## src/rtl/lfw_pkg.sv

```systemverilog
package lfw_pkg;
   typedef enum logic [1:0] {
      LFW_CMD_START = 2'd0,
      LFW_CMD_DATA  = 2'd1,
      LFW_CMD_END   = 2'd2
   } lfw_cmd_e;

   localparam int SIDE_RD = 0;
   localparam int SIDE_WR = 1;

   localparam logic [7:0] OFF_STATUS  = 8'h04;
   localparam logic [7:0] OFF_RD_BANK = 8'h44;
   localparam logic [7:0] OFF_WR_BANK = 8'h80;

   // register roles inside a bank, four bytes apart
   localparam int ROLE_CFG   = 0;
   localparam int ROLE_CTRL  = 1;
   localparam int ROLE_BASE  = 2;
   localparam int ROLE_RANGE = 3;

   localparam int CTRL_EN_BIT = 31;
   localparam int CTRL_CS_LSB = 21;
   localparam int CFG_DIR_BIT = 23;
   localparam int STS_RD_BIT  = 11;

   function automatic logic [7:0] bank_off(input int side, input int role);
      return ((side == SIDE_WR) ? OFF_WR_BANK : OFF_RD_BANK) + 8'(role * 4);
   endfunction
endpackage

```

## src/rtl/lfw_regs.sv

```systemverilog
module lfw_regs
   import lfw_pkg::*;
#(
   parameter int CS_W   = 2,
   parameter int REG_AW = 8
) (
   input  logic                  clk,
   input  logic                  rst_n,
   input  logic                  reg_we,
   input  logic [REG_AW-1:0]     reg_addr,
   input  logic [31:0]           reg_wdata,
   output logic [31:0]           reg_rdata,
   input  logic [1:0]            done_set,
   input  logic [1:0]            cmd_open_v,
   output logic [1:0]            win_en,
   output logic [1:0][CS_W-1:0]  win_cs,
   output logic [1:0][7:0]       win_op,
   output logic [1:0][31:0]      win_cfg,
   output logic [1:0][31:0]      win_base,
   output logic [1:0][31:0]      win_range,
   output logic [1:0]            term_pulse
);
   logic [1:0][31:0] cfg_q, ctrl_q, base_q, range_q;
   logic [1:0]       sts_q;

   logic sts_hit;
   assign sts_hit = reg_we && (reg_addr == REG_AW'(OFF_STATUS));

   for (genvar s = 0; s < 2; s++) begin : g_side
      localparam logic [REG_AW-1:0] A_CFG   = REG_AW'(bank_off(s, ROLE_CFG));
      localparam logic [REG_AW-1:0] A_CTRL  = REG_AW'(bank_off(s, ROLE_CTRL));
      localparam logic [REG_AW-1:0] A_BASE  = REG_AW'(bank_off(s, ROLE_BASE));
      localparam logic [REG_AW-1:0] A_RANGE = REG_AW'(bank_off(s, ROLE_RANGE));
      localparam int STS_BIT = STS_RD_BIT + s;

      always_ff @(posedge clk or negedge rst_n) begin
         if (!rst_n) begin
            cfg_q[s]   <= '0;
            ctrl_q[s]  <= '0;
            base_q[s]  <= '0;
            range_q[s] <= '0;
         end else if (reg_we) begin
            if (reg_addr == A_CFG)   cfg_q[s]   <= reg_wdata;
            if (reg_addr == A_CTRL)  ctrl_q[s]  <= reg_wdata;
            if (reg_addr == A_BASE)  base_q[s]  <= reg_wdata;
            if (reg_addr == A_RANGE) range_q[s] <= reg_wdata;
         end
      end

      always_ff @(posedge clk or negedge rst_n) begin
         if (!rst_n)                            sts_q[s] <= 1'b0;
         else if (done_set[s])                  sts_q[s] <= 1'b1;
         else if (sts_hit && reg_wdata[STS_BIT]) sts_q[s] <= 1'b0;
      end

      assign term_pulse[s] = reg_we && (reg_addr == A_CTRL) &&
                             !reg_wdata[CTRL_EN_BIT] && ctrl_q[s][CTRL_EN_BIT];
      assign win_en[s]    = ctrl_q[s][CTRL_EN_BIT];
      assign win_cs[s]    = ctrl_q[s][CTRL_CS_LSB +: CS_W];
      assign win_op[s]    = ctrl_q[s][7:0];
      assign win_base[s]  = base_q[s];
      assign win_range[s] = range_q[s];

      if (s == SIDE_RD) begin : g_dir_rd
         assign win_cfg[s] = cfg_q[s] | (32'd1 << CFG_DIR_BIT);
      end else begin : g_dir_wr
         assign win_cfg[s] = cfg_q[s] & ~(32'd1 << CFG_DIR_BIT);
      end

      AST_FLAG_AFTER_CS: assert property (@(posedge clk) disable iff (!rst_n)
         $rose(sts_q[s]) |-> !cmd_open_v[s]);
      AST_STATUS_W1C: assert property (@(posedge clk) disable iff (!rst_n)
         sts_hit && reg_wdata[STS_BIT] && !done_set[s] |=> !sts_q[s]);
   end

   always_comb begin
      reg_rdata = '0;
      if (reg_addr == REG_AW'(OFF_STATUS)) begin
         reg_rdata[STS_RD_BIT]     = sts_q[SIDE_RD];
         reg_rdata[STS_RD_BIT + 1] = sts_q[SIDE_WR];
      end
      for (int s = 0; s < 2; s++) begin
         if (reg_addr == REG_AW'(bank_off(s, ROLE_CFG)))   reg_rdata = cfg_q[s];
         if (reg_addr == REG_AW'(bank_off(s, ROLE_CTRL)))  reg_rdata = ctrl_q[s];
         if (reg_addr == REG_AW'(bank_off(s, ROLE_BASE)))  reg_rdata = base_q[s];
         if (reg_addr == REG_AW'(bank_off(s, ROLE_RANGE))) reg_rdata = range_q[s];
      end
   end
endmodule

```

## src/rtl/lfw_win_check.sv

```systemverilog
module lfw_win_check #(
   parameter int ADDR_W = 32
) (
   input  logic              en,
   input  logic [ADDR_W-1:0] base,
   input  logic [ADDR_W-1:0] range,
   input  logic [ADDR_W-1:0] off,
   output logic              ok,
   output logic [ADDR_W-1:0] addr
);
   logic [ADDR_W:0] sum;

   assign sum  = {1'b0, base} + {1'b0, off};
   assign addr = sum[ADDR_W-1:0];
   // enabled, inside the programmed range, no carry out of the address
   assign ok   = en && (off < range) && !sum[ADDR_W];
endmodule

```

## src/rtl/lfw_seq.sv

```systemverilog
module lfw_seq
   import lfw_pkg::*;
#(
   parameter int CS_W = 2
) (
   input  logic                  clk,
   input  logic                  rst_n,
   input  logic                  win_req,
   input  logic                  win_we,
   input  logic [7:0]            win_wdata,
   output logic                  win_ack,
   output logic                  win_err,
   output logic [7:0]            win_rdata,
   input  logic [1:0]            chk_ok,
   input  logic [1:0][31:0]      chk_addr,
   input  logic [1:0]            term_pulse,
   input  logic [1:0][31:0]      win_cfg,
   input  logic [1:0][CS_W-1:0]  win_cs,
   input  logic [1:0][7:0]       win_op,
   output logic                  cmd_valid,
   input  logic                  cmd_ready,
   output lfw_cmd_e              cmd_kind,
   output logic [31:0]           cmd_cfg,
   output logic [7:0]            cmd_opcode,
   output logic [CS_W-1:0]       cmd_cs,
   output logic [31:0]           cmd_addr,
   output logic [7:0]            cmd_wdata,
   input  logic                  eng_rdata_valid,
   input  logic [7:0]            eng_rdata,
   input  logic                  eng_end_done,
   output logic [1:0]            done_set,
   output logic [1:0]            cmd_open_v
);
   typedef enum logic [2:0] {
      S_IDLE, S_END, S_ENDW, S_START, S_DATA, S_RSP, S_ACK
   } st_e;

   st_e         st;
   logic        acc_side, acc_err, open_q, open_side, end_term, term_side;
   logic [31:0] acc_addr, next_addr;
   logic [7:0]  acc_wdata, rdata_q;
   logic [1:0]  term_pend, term_clr;
   logic        tsel, tsel_open, continues;

   assign tsel      = term_pend[SIDE_RD] ? 1'b0 : 1'b1;
   assign tsel_open = open_q && (open_side == tsel);
   assign continues = open_q && (open_side == win_we) && (chk_addr[win_we] == next_addr);

   always_comb begin
      term_clr = '0;
      if (st == S_IDLE && |term_pend && !tsel_open) term_clr[tsel] = 1'b1;
      if (st == S_ENDW && eng_end_done && end_term) term_clr[term_side] = 1'b1;
   end

   always_ff @(posedge clk or negedge rst_n) begin
      if (!rst_n) begin
         st        <= S_IDLE;
         acc_side  <= 1'b0;
         acc_err   <= 1'b0;
         acc_addr  <= '0;
         acc_wdata <= '0;
         rdata_q   <= '0;
         open_q    <= 1'b0;
         open_side <= 1'b0;
         next_addr <= '0;
         end_term  <= 1'b0;
         term_side <= 1'b0;
         term_pend <= '0;
         done_set  <= '0;
      end else begin
         term_pend <= (term_pend | term_pulse) & ~term_clr;
         done_set  <= term_clr;
         unique case (st)
            S_IDLE: begin
               if (|term_pend) begin
                  if (tsel_open) begin
                     end_term  <= 1'b1;
                     term_side <= tsel;
                     st        <= S_END;
                  end
               end else if (win_req) begin
                  acc_side  <= win_we;
                  acc_addr  <= chk_addr[win_we];
                  acc_wdata <= win_wdata;
                  acc_err   <= !chk_ok[win_we];
                  end_term  <= 1'b0;
                  if (!chk_ok[win_we])  st <= S_ACK;
                  else if (continues)   st <= S_DATA;
                  else if (open_q)      st <= S_END;
                  else                  st <= S_START;
               end
            end
            S_END:   if (cmd_ready) st <= S_ENDW;
            S_ENDW: begin
               if (eng_end_done) begin
                  open_q <= 1'b0;
                  st     <= end_term ? S_IDLE : S_START;
               end
            end
            S_START: begin
               if (cmd_ready) begin
                  open_q    <= 1'b1;
                  open_side <= acc_side;
                  st        <= S_DATA;
               end
            end
            S_DATA: begin
               if (cmd_ready) begin
                  next_addr <= acc_addr + 32'd1;
                  st        <= acc_side ? S_ACK : S_RSP;
               end
            end
            S_RSP: begin
               if (eng_rdata_valid) begin
                  rdata_q <= eng_rdata;
                  st      <= S_ACK;
               end
            end
            S_ACK:   st <= S_IDLE;
            default: st <= S_IDLE;
         endcase
      end
   end

   always_comb begin
      cmd_valid = (st == S_END) || (st == S_START) || (st == S_DATA);
      unique case (st)
         S_END:   cmd_kind = LFW_CMD_END;
         S_DATA:  cmd_kind = LFW_CMD_DATA;
         default: cmd_kind = LFW_CMD_START;
      endcase
   end

   assign cmd_cfg    = win_cfg[acc_side];
   assign cmd_opcode = win_op[acc_side];
   assign cmd_cs     = win_cs[(st == S_END) ? open_side : acc_side];
   assign cmd_addr   = acc_addr;
   assign cmd_wdata  = acc_wdata;
   assign win_ack    = (st == S_ACK);
   assign win_err    = (st == S_ACK) && acc_err;
   assign win_rdata  = rdata_q;
   assign cmd_open_v = {open_q && open_side, open_q && !open_side};

   AST_CMD_HOLD: assert property (@(posedge clk) disable iff (!rst_n)
      cmd_valid && !cmd_ready |=> cmd_valid && $stable(cmd_kind) && $stable(cmd_addr));
   AST_ACK_PULSE: assert property (@(posedge clk) disable iff (!rst_n)
      win_ack |=> !win_ack);
   AST_ERR_NO_CMD: assert property (@(posedge clk) disable iff (!rst_n)
      win_err |-> !cmd_valid && !$past(cmd_valid));
   AST_DATA_IN_OPEN: assert property (@(posedge clk) disable iff (!rst_n)
      cmd_valid && cmd_kind == LFW_CMD_DATA |-> $countones(cmd_open_v) == 1);
   AST_START_CLOSED: assert property (@(posedge clk) disable iff (!rst_n)
      cmd_valid && cmd_kind == LFW_CMD_START |-> cmd_open_v == 2'b00);
endmodule

```

## src/rtl/flash_linear_window.sv

```systemverilog
module flash_linear_window
   import lfw_pkg::*;
#(
   parameter int CS_W   = 2,
   parameter int REG_AW = 8
) (
   input  logic              clk,
   input  logic              rst_n,
   input  logic              reg_we,
   input  logic [REG_AW-1:0] reg_addr,
   input  logic [31:0]       reg_wdata,
   output logic [31:0]       reg_rdata,
   input  logic              win_req,
   input  logic              win_we,
   input  logic [31:0]       win_off,
   input  logic [7:0]        win_wdata,
   output logic              win_ack,
   output logic              win_err,
   output logic [7:0]        win_rdata,
   output logic              cmd_valid,
   input  logic              cmd_ready,
   output logic [1:0]        cmd_kind,
   output logic [31:0]       cmd_cfg,
   output logic [7:0]        cmd_opcode,
   output logic [CS_W-1:0]   cmd_cs,
   output logic [31:0]       cmd_addr,
   output logic [7:0]        cmd_wdata,
   input  logic              eng_rdata_valid,
   input  logic [7:0]        eng_rdata,
   input  logic              eng_end_done
);
   if (CS_W < 1 || CTRL_CS_LSB + CS_W > CTRL_EN_BIT) begin : g_bad_cs
      $error("CS_W must leave the chip select field below the enable bit");
   end
   if (REG_AW < 8) begin : g_bad_aw
      $error("REG_AW must cover offsets up to 0x8C");
   end

   logic [1:0]            win_en, term_pulse, done_set, cmd_open_v, chk_ok;
   logic [1:0][CS_W-1:0]  win_cs;
   logic [1:0][7:0]       win_op;
   logic [1:0][31:0]      win_cfg, win_base, win_range, chk_addr;
   lfw_cmd_e              kind;

   lfw_regs #(.CS_W(CS_W), .REG_AW(REG_AW)) u_regs (
      .clk(clk), .rst_n(rst_n), .reg_we(reg_we), .reg_addr(reg_addr),
      .reg_wdata(reg_wdata), .reg_rdata(reg_rdata), .done_set(done_set),
      .cmd_open_v(cmd_open_v), .win_en(win_en), .win_cs(win_cs),
      .win_op(win_op), .win_cfg(win_cfg), .win_base(win_base),
      .win_range(win_range), .term_pulse(term_pulse)
   );

   for (genvar s = 0; s < 2; s++) begin : g_chk
      lfw_win_check #(.ADDR_W(32)) u_chk (
         .en(win_en[s]), .base(win_base[s]), .range(win_range[s]),
         .off(win_off), .ok(chk_ok[s]), .addr(chk_addr[s])
      );
   end

   lfw_seq #(.CS_W(CS_W)) u_seq (
      .clk(clk), .rst_n(rst_n), .win_req(win_req), .win_we(win_we),
      .win_wdata(win_wdata), .win_ack(win_ack), .win_err(win_err),
      .win_rdata(win_rdata), .chk_ok(chk_ok), .chk_addr(chk_addr),
      .term_pulse(term_pulse), .win_cfg(win_cfg), .win_cs(win_cs),
      .win_op(win_op), .cmd_valid(cmd_valid), .cmd_ready(cmd_ready),
      .cmd_kind(kind), .cmd_cfg(cmd_cfg), .cmd_opcode(cmd_opcode),
      .cmd_cs(cmd_cs), .cmd_addr(cmd_addr), .cmd_wdata(cmd_wdata),
      .eng_rdata_valid(eng_rdata_valid), .eng_rdata(eng_rdata),
      .eng_end_done(eng_end_done), .done_set(done_set),
      .cmd_open_v(cmd_open_v)
   );

   assign cmd_kind = kind;
endmodule

```

## config.mk

```make
export PLATFORM = sky130hd
export DESIGN_NAME = flash_linear_window
export DESIGN_NICKNAME = d
export VERILOG_FILES = /design/src/rtl/lfw_pkg.sv /design/src/rtl/lfw_regs.sv /design/src/rtl/lfw_win_check.sv /design/src/rtl/lfw_seq.sv /design/src/rtl/flash_linear_window.sv
export SDC_FILE = /design/constraint.sdc
export NUM_CORES = 1
export LEC_CHECK = 0
export BUFFER_PORTS_ARGS = -buffer_cell sky130_fd_sc_hd__buf_2
export CELL_PAD_IN_SITES_DETAIL_PLACEMENT = 1
export CELL_PAD_IN_SITES_GLOBAL_PLACEMENT = 1
export CORE_MARGIN = 1.5
export CORE_UTILIZATION = 23
export CTS_BUF_LIST = sky130_fd_sc_hd__clkbuf_8
export CTS_CLUSTER_DIAMETER = 40
export CTS_CLUSTER_SIZE = 40
export DETAILED_ROUTE_END_ITERATION = 6
export PLACE_DENSITY = 0.45
export SETUP_SLACK_MARGIN = 0.5
export SLEW_MARGIN = 20
export SYNTH_ARGS = -nofsm -noshare
export SYNTH_HDL_FRONTEND = slang
export SYNTH_SLANG_ARGS = --single-unit
```

## constraint.sdc

```tcl
create_clock -name clk -period 4.3 [get_ports clk]
set_input_delay 0 -clock clk [delete_from_list [all_inputs] [get_ports clk]]
set_output_delay 0 -clock clk [all_outputs]
set_load 0.01 [all_outputs]
```

== After elaboration in Yosys (flattened, before gate mapping) ==
Cells that the tools add are included.
Widths: inputs -> output; s select.
Storage, ports and cells
  register bits after elaboration: 351
  input bits: 96
  word-level logic and storage cells: 170
Operators by class
  $add $sub $neg: 3
  order comparisons: 9
  eq/ne operators: 26
  mux-type cells: 52
  bitwise logic cells: 5
  reduce and logical (&&, ||, !) cells: 52
Operator list (count)
  $mux 32: 12
  $add 32x32->33: 2
  $lt 32x32->1: 2
  $add 32x1->32 const B: 1
  $eq 32x32->1: 1
  $eq 8x7->1 const B: 4
  $eq 8x8->1 const B: 4
  $mux 3: 10
  $logic_and 1x1->1: 23
  $reduce_and 2->1: 11
  $pmux 3 s6: 1
  $mux 2: 8
  $mux 8: 2
  $mux 1: 15
  $reduce_and 3->1: 4
  $lt 1x2->1 const B: 5
  $ne 2x2->1 const B: 5
  $eq 3x3->1 const B: 3
  $eq 8x3->1 const B: 1
  $reduce_bool 2->1: 4
  $reduce_and 7->1: 1
  $eq 3x2->1 const B: 2
  $logic_not 1->1: 5
  $or 2x2->2: 2
  other kinds (15): 19

== Depth between registers and ports, before layout ==
  depth in word-level cells: 10
  mapped depth: 14
  gate-level depth less buffers: 14

== Hierarchy ==
A second synthesis with hierarchy kept.
Unflattened totals
  cells, all modules: 2297
  area total of the unflattened synthesis: 23088.4 um^2
Modules (own cells, without submodules)
  lfw_regs: instances 1, cells an instance 1035, area each 12603.3 um^2, sequential area each 6456.2 um^2
  lfw_seq: instances 1, cells an instance 545, area each 5346.4 um^2, sequential area each 2327.2 um^2
  lfw_win_check (g_chk[1].u_chk): instances 1, cells an instance 344, area each 2586.2 um^2, sequential area each 0.0 um^2
  lfw_win_check (g_chk[0].u_chk): instances 1, cells an instance 373, area each 2552.4 um^2, sequential area each 0.0 um^2

== Least setup slack after synthesis ==
No wires, ideal clock.
  path kind: reg2reg
  start: register u_regs.base_q (netlist bit u_regs.win_base[0])
  end: register u_seq.st[0]
  arrival: 3.294 ns
  required time: 4.180 ns
  path slack: 0.885 ns
  stages on the path, launching flop included: 15
  path buffers: 0
  period minus slack after synthesis: 3.415 ns
  cells stage by stage: dfrtp_1 -> ha_1 -> inv_1 -> fa_1 -> nand2b_1 -> a211oi_2 -> o211ai_2 -> o211ai_2 -> a41oi_1 -> and4b_1 -> a2111oi_0 -> a21oi_1 -> nor4_1 -> nand4_1 -> a41o_1
Between the ends
  word-level cells in the longest chain between the ends: 10
Ends and longest elaborated chain
  from (decl): RTL line lfw_regs.sv:23  | logic [1:0][31:0] cfg_q, ctrl_q, base_q, range_q;
  from (signal, indexed assignment): RTL line lfw_regs.sv:45  | if (reg_addr == A_BASE) base_q[s] <= reg_wdata;
  $add 32x32->33 (*): RTL line lfw_win_check.sv:13  | assign sum = {1'b0, base} + {1'b0, off};
  $mux 32 (implied by the code) (2 in a row): RTL line lfw_seq.sv:47  | assign continues = open_q && (open_side == win_we) && (chk_addr[win_we] == next_addr);
  $eq 32x32->1: RTL line lfw_seq.sv:47
  $logic_and 1x1->1: RTL line lfw_seq.sv:47
  $mux 3: RTL line lfw_seq.sv:88  | else if (continues) st <= S_DATA;
  $mux 3 (*): RTL line lfw_seq.sv:87  | if (!chk_ok[win_we]) st <= S_ACK;
  $mux 3 (*): RTL line lfw_seq.sv:81  | end else if (win_req) begin
  $mux 3 (*): RTL line lfw_seq.sv:75  | if (|term_pend) begin
  $pmux 3 s6 (*): RTL line lfw_seq.sv:73  | unique case (st)
  to (signal assigned): RTL line lfw_seq.sv:97  | st <= end_term ? S_IDLE : S_START;
  to (signal assigned): RTL line lfw_seq.sv:110  | st <= acc_side ? S_ACK : S_RSP;
  to (decl): RTL line lfw_seq.sv:38  | st_e st;
Every way passes the cells marked *; elsewhere a longest branch is shown, timed or not. The select of a mux whose other input is x is not followed.
A chain may end at the register's enable or synchronous reset.

== Final worst setup path ==
  start: register u_regs.base_q (netlist bit u_regs.win_base[50])
  end: register u_seq.st[0]
Same word-level chain as after synthesis.

==> impl_metrics.env <==
export IMPL_routed_top_layer="met4"
export IMPL_cts_num_sinks=351
export IMPL_start_util_pct=23.2
export IMPL_num_vias=20400
export IMPL_period_needed_ns=3.77
export IMPL_cts_tree="built"
export IMPL_met2WireLength_um=45600
export IMPL_final_hold_violation_count=0
export IMPL_first_pass_iters=6
export IMPL_finalCritPeriodShare_pct=87.7
export IMPL_grt_max_degree=87
export IMPL_layout_nets=2877
export IMPL_clk_path_buf_depth=3
export IMPL_avgSynthCellArea_um2=10.0
export IMPL_wl_per_cell_um=25.3
export IMPL_pin_count=223
export IMPL_yosys_warnings=0
export IMPL_reg2reg_setup_slack_ns=0.53
export IMPL_area_growth_pct=27.9
export IMPL_slowest_delay_ns=0.43
export IMPL_hold_path_class="in -> reg"
export IMPL_drt_met1_wl_um=49200
export IMPL_rr_endpoint="u_seq.st[0]"
export IMPL_dpl_hpwl_um=75500
export IMPL_placed_cells=3744
export IMPL_fmax_mhz=265
export IMPL_synth_edf_count=0
export IMPL_hold_path_depth=3
export IMPL_clk_pin_slew_ns=0.07
export IMPL_synth_area_mm2=0.0229
export IMPL_ys_top_cells_by_count="351 x dfrtp_1, 324 x mux2_2, 172 x nand2_1"
export IMPL_path_class="reg -> reg"
export IMPL_wl_met3_um=4040
export IMPL_rsz0062_at_grt="yes"
export IMPL_drc=0
export IMPL_power_per_cell_area_mw_per_mm2=419
export IMPL_r2r_start="u_regs.win_base[50]"
export IMPL_relSlewSlack_pct=33.8
export IMPL_crit_fanout=6
export IMPL_drt_total_wl_um=101000
export IMPL_cp_arrival_ns=4.37
export IMPL_yosysMostFrequentCell="dfrtp_1"
export IMPL_ys_seq_area_share_pct=38.4
export IMPL_fp_coreArea_mm2=0.0986
export IMPL_netlist_instances=2286
export IMPL_hold_path_startpoint="win_wdata[6]"
export IMPL_grt_usage_pct=19.7
export IMPL_gr_total_overflow=0
export IMPL_grt_pass1_wl_um=149000
export IMPL_drive_gt1_share_pct=33.8
export IMPL_grt_pass1_vias=21600
export IMPL_synth_top_area_cell="dfrtp_1"
export IMPL_drt_iter0_drc=1341
export IMPL_gp_congestion=0.880
export IMPL_required_ns=4.90
export IMPL_fin_cells=4009
export IMPL_ys_flop_type="dfrtp_1"
export IMPL_finClkSkew_ns=0.0481
export IMPL_r2r_cells=14
export IMPL_cp_end_kind="register"
export IMPL_p_leak_nw=13.4
export IMPL_setup_tns_final_ns=0
export IMPL_worst_hold_path_endpoint="u_seq.cmd_wdata[6]"
export IMPL_worstMarginPinSlew_ns=0.982
export IMPL_portBuffers=222
export IMPL_setup_viol=0
export IMPL_ys_types=92
export IMPL_drv_slew=0
export IMPL_cp_cell_sequence="ha_1, nand4_1, buf_4, buf_4, nor3_1, o31a_1, a211o_1, or3_4, a211oi_2, o2111ai_1, nor4_2, buf_4, nand4_1, a41o_1"
export IMPL_critPathBufInv=3
export IMPL_place_ws_ns=-0.0961
export IMPL_chipHeight_um=318
export IMPL_cpMostUsedCell="buf_4"
export IMPL_status="complete, no violations"
export IMPL_clk_latency_ns=0.74
export IMPL_start_kind="register"
export IMPL_cts_root_buf="clkbuf_8"
export IMPL_die_x_um=318
export IMPL_htree_levels=3
export IMPL_synth_seq_cells=351
export IMPL_num_rows=115
export IMPL_cpLargestDelayFamily="compound AO/OA/AOI/OAI gates"
export IMPL_synth_nets=2511
export IMPL_ir_drop_mv=0.202
export IMPL_detail_route_antenna_nets=0
export IMPL_vias_per_cell=5.09
export IMPL_fp_dieArea_mm2=0.101
export IMPL_setup_ws_ns=0.529
export IMPL_fin_total_pwr_mw=12.3
export IMPL_async_flop_share_pct=100
export IMPL_synthTopCellsByArea="dfrtp_1 38%, mux2_2 16%, ha_1 6.9%"
export IMPL_critPathSlowestCell="dfrtp_1"
export IMPL_numCtsBuffers=83
export IMPL_antenna_found_initial=7
export IMPL_cap_violations=0
export IMPL_synth_top_area_share_pct=38.4
==> state kept, by name, summed over array words and instances, names as in the netlist, 3 cells and up <==
name / count
u_regs.ctrl_q: 42
u_seq.win_rdata: 8
u_seq.cmd_addr: 32
u_regs.win_cfg: 62
u_regs.win_cs: 4
u_seq.next_addr: 32
u_seq.st: 3
u_seq.cmd_wdata: 8
u_regs.win_op: 16
u_regs.win_base: 64
u_regs.win_range: 64
==> per-layer routing <==
| layer | track usage, % | vias up |
|---|---|---|
| met3 | 2.56 | 122 |
| met4 | 5.50 | 0 |
| li1 | - | 9274 |
| met2 | 31.3 | 479 |
| met5 | 0 | - |
| met1 | 27.9 | 10500 |
==> power by group <==
part           leakage (nW)  switching, mW  internal, mW
Combinational          7.73           1.94          1.50
Clock                 0.976           1.87          2.49
Sequential             4.70          0.648          3.81
==> metrics by stage <==
stage          hold WS, ns  util [%]  instance area (um2)
2_1_floorplan       -0.296         -                22900
3_3_place_gp         0.103      26.2                25800
3_5_place_dp         0.119      26.2                25800
4_1_cts            0.00166      29.1                28700
5_1_grt             0.0568      29.7                29300
6_report            0.0770      29.7                29300
==> worst register-to-register path, delay by kind of cell, from the launching register on <==
kind            cells  cell delay [ns]
compound gates      5             1.35
flops               1             0.43
fa+ha+maj           1             0.40
buf+inv             3             0.47
simple gates        5             1.00
==> cells in the final DEF (no fill, tap or decap), types with 17 or more instances in the layout <==
| cell | count |
|---|---|
| dfrtp_1 | 350 |
| mux2_2 | 324 |
| buf_2 | 220 |
| nand2_1 | 172 |
| a21oi_1 | 115 |
| o21ai_0 | 112 |
| ha_1 | 107 |
| inv_1 | 106 |
| nor2_1 | 102 |
| buf_4 | 99 |
| clkbuf_8 | 98 |
| dlygate4sd3_1 | 84 |
| xnor2_1 | 46 |
| a21o_1 | 43 |
| nand3_1 | 42 |
| nand4_1 | 42 |
| o211ai_1 | 37 |
| xor2_1 | 37 |
| nor3_1 | 32 |
| a222oi_1 | 32 |
| and3_1 | 30 |
| a221oi_1 | 21 |
| o21a_1 | 20 |
| nor3b_1 | 19 |
| nor2b_1 | 18 |
| a211oi_1 | 17 |
| mux2i_1 | 17 |
==> how the worst max path moves through the flow <==
stage	from	to	cells after the start
after floorplan	u_regs.win_base[0]	u_seq.st[0]	14
after global placement	u_regs.win_base[0]	u_seq.st[0]	16
after detailed placement	u_regs.win_base[0]	u_seq.st[0]	16
after CTS	u_regs.win_base[0]	u_seq.st[0]	16
after global routing	u_regs.win_base[40]	u_seq.st[0]	14
final	u_regs.win_base[50]	u_seq.st[0]	14
==> layout make-up <==
cell class / instances / area, um2
Fill cell: 11100 / 69300
Tap cell: 1287 / 1610
Timing Repair Buffer: 410 / 2820
Clock inverter: 55 / 490
Antenna cell: 2 / 5.00
Inverter: 97 / 364
Sequential cell: 351 / 8780
Clock buffer: 98 / 1350
Multi-Input combinational cell: 1709 / 13900
==> cells by family (layout without fill, tap and decap cells) <==
group | count (synthesis) | count (layout) | synth area share (%)
AO/OA/AOI/OAI | 580 | 580 | 17.6
AND/OR/NAND/NOR | 562 | 562 | 12.4
flip-flops | 351 | 351 | 38.4
multiplexers | 346 | 346 | 16.9
buffers and inverters | 226 | 660 | 3.89
adder cells (fa/ha/maj) | 129 | 129 | 7.12
XOR/XNOR | 92 | 92 | 3.64
other | 0 | 2 | 0
==> repair_timing <==
action	4_1_cts	5_1_grt
gates resized for setup	34	92
endpoints found under the hold margin	585	0
setup buffers	8	17
hold buffers	85	0
pin swaps	12	35
setup endpoints to repair	4	4
Power figures use the tool's default switching activity.
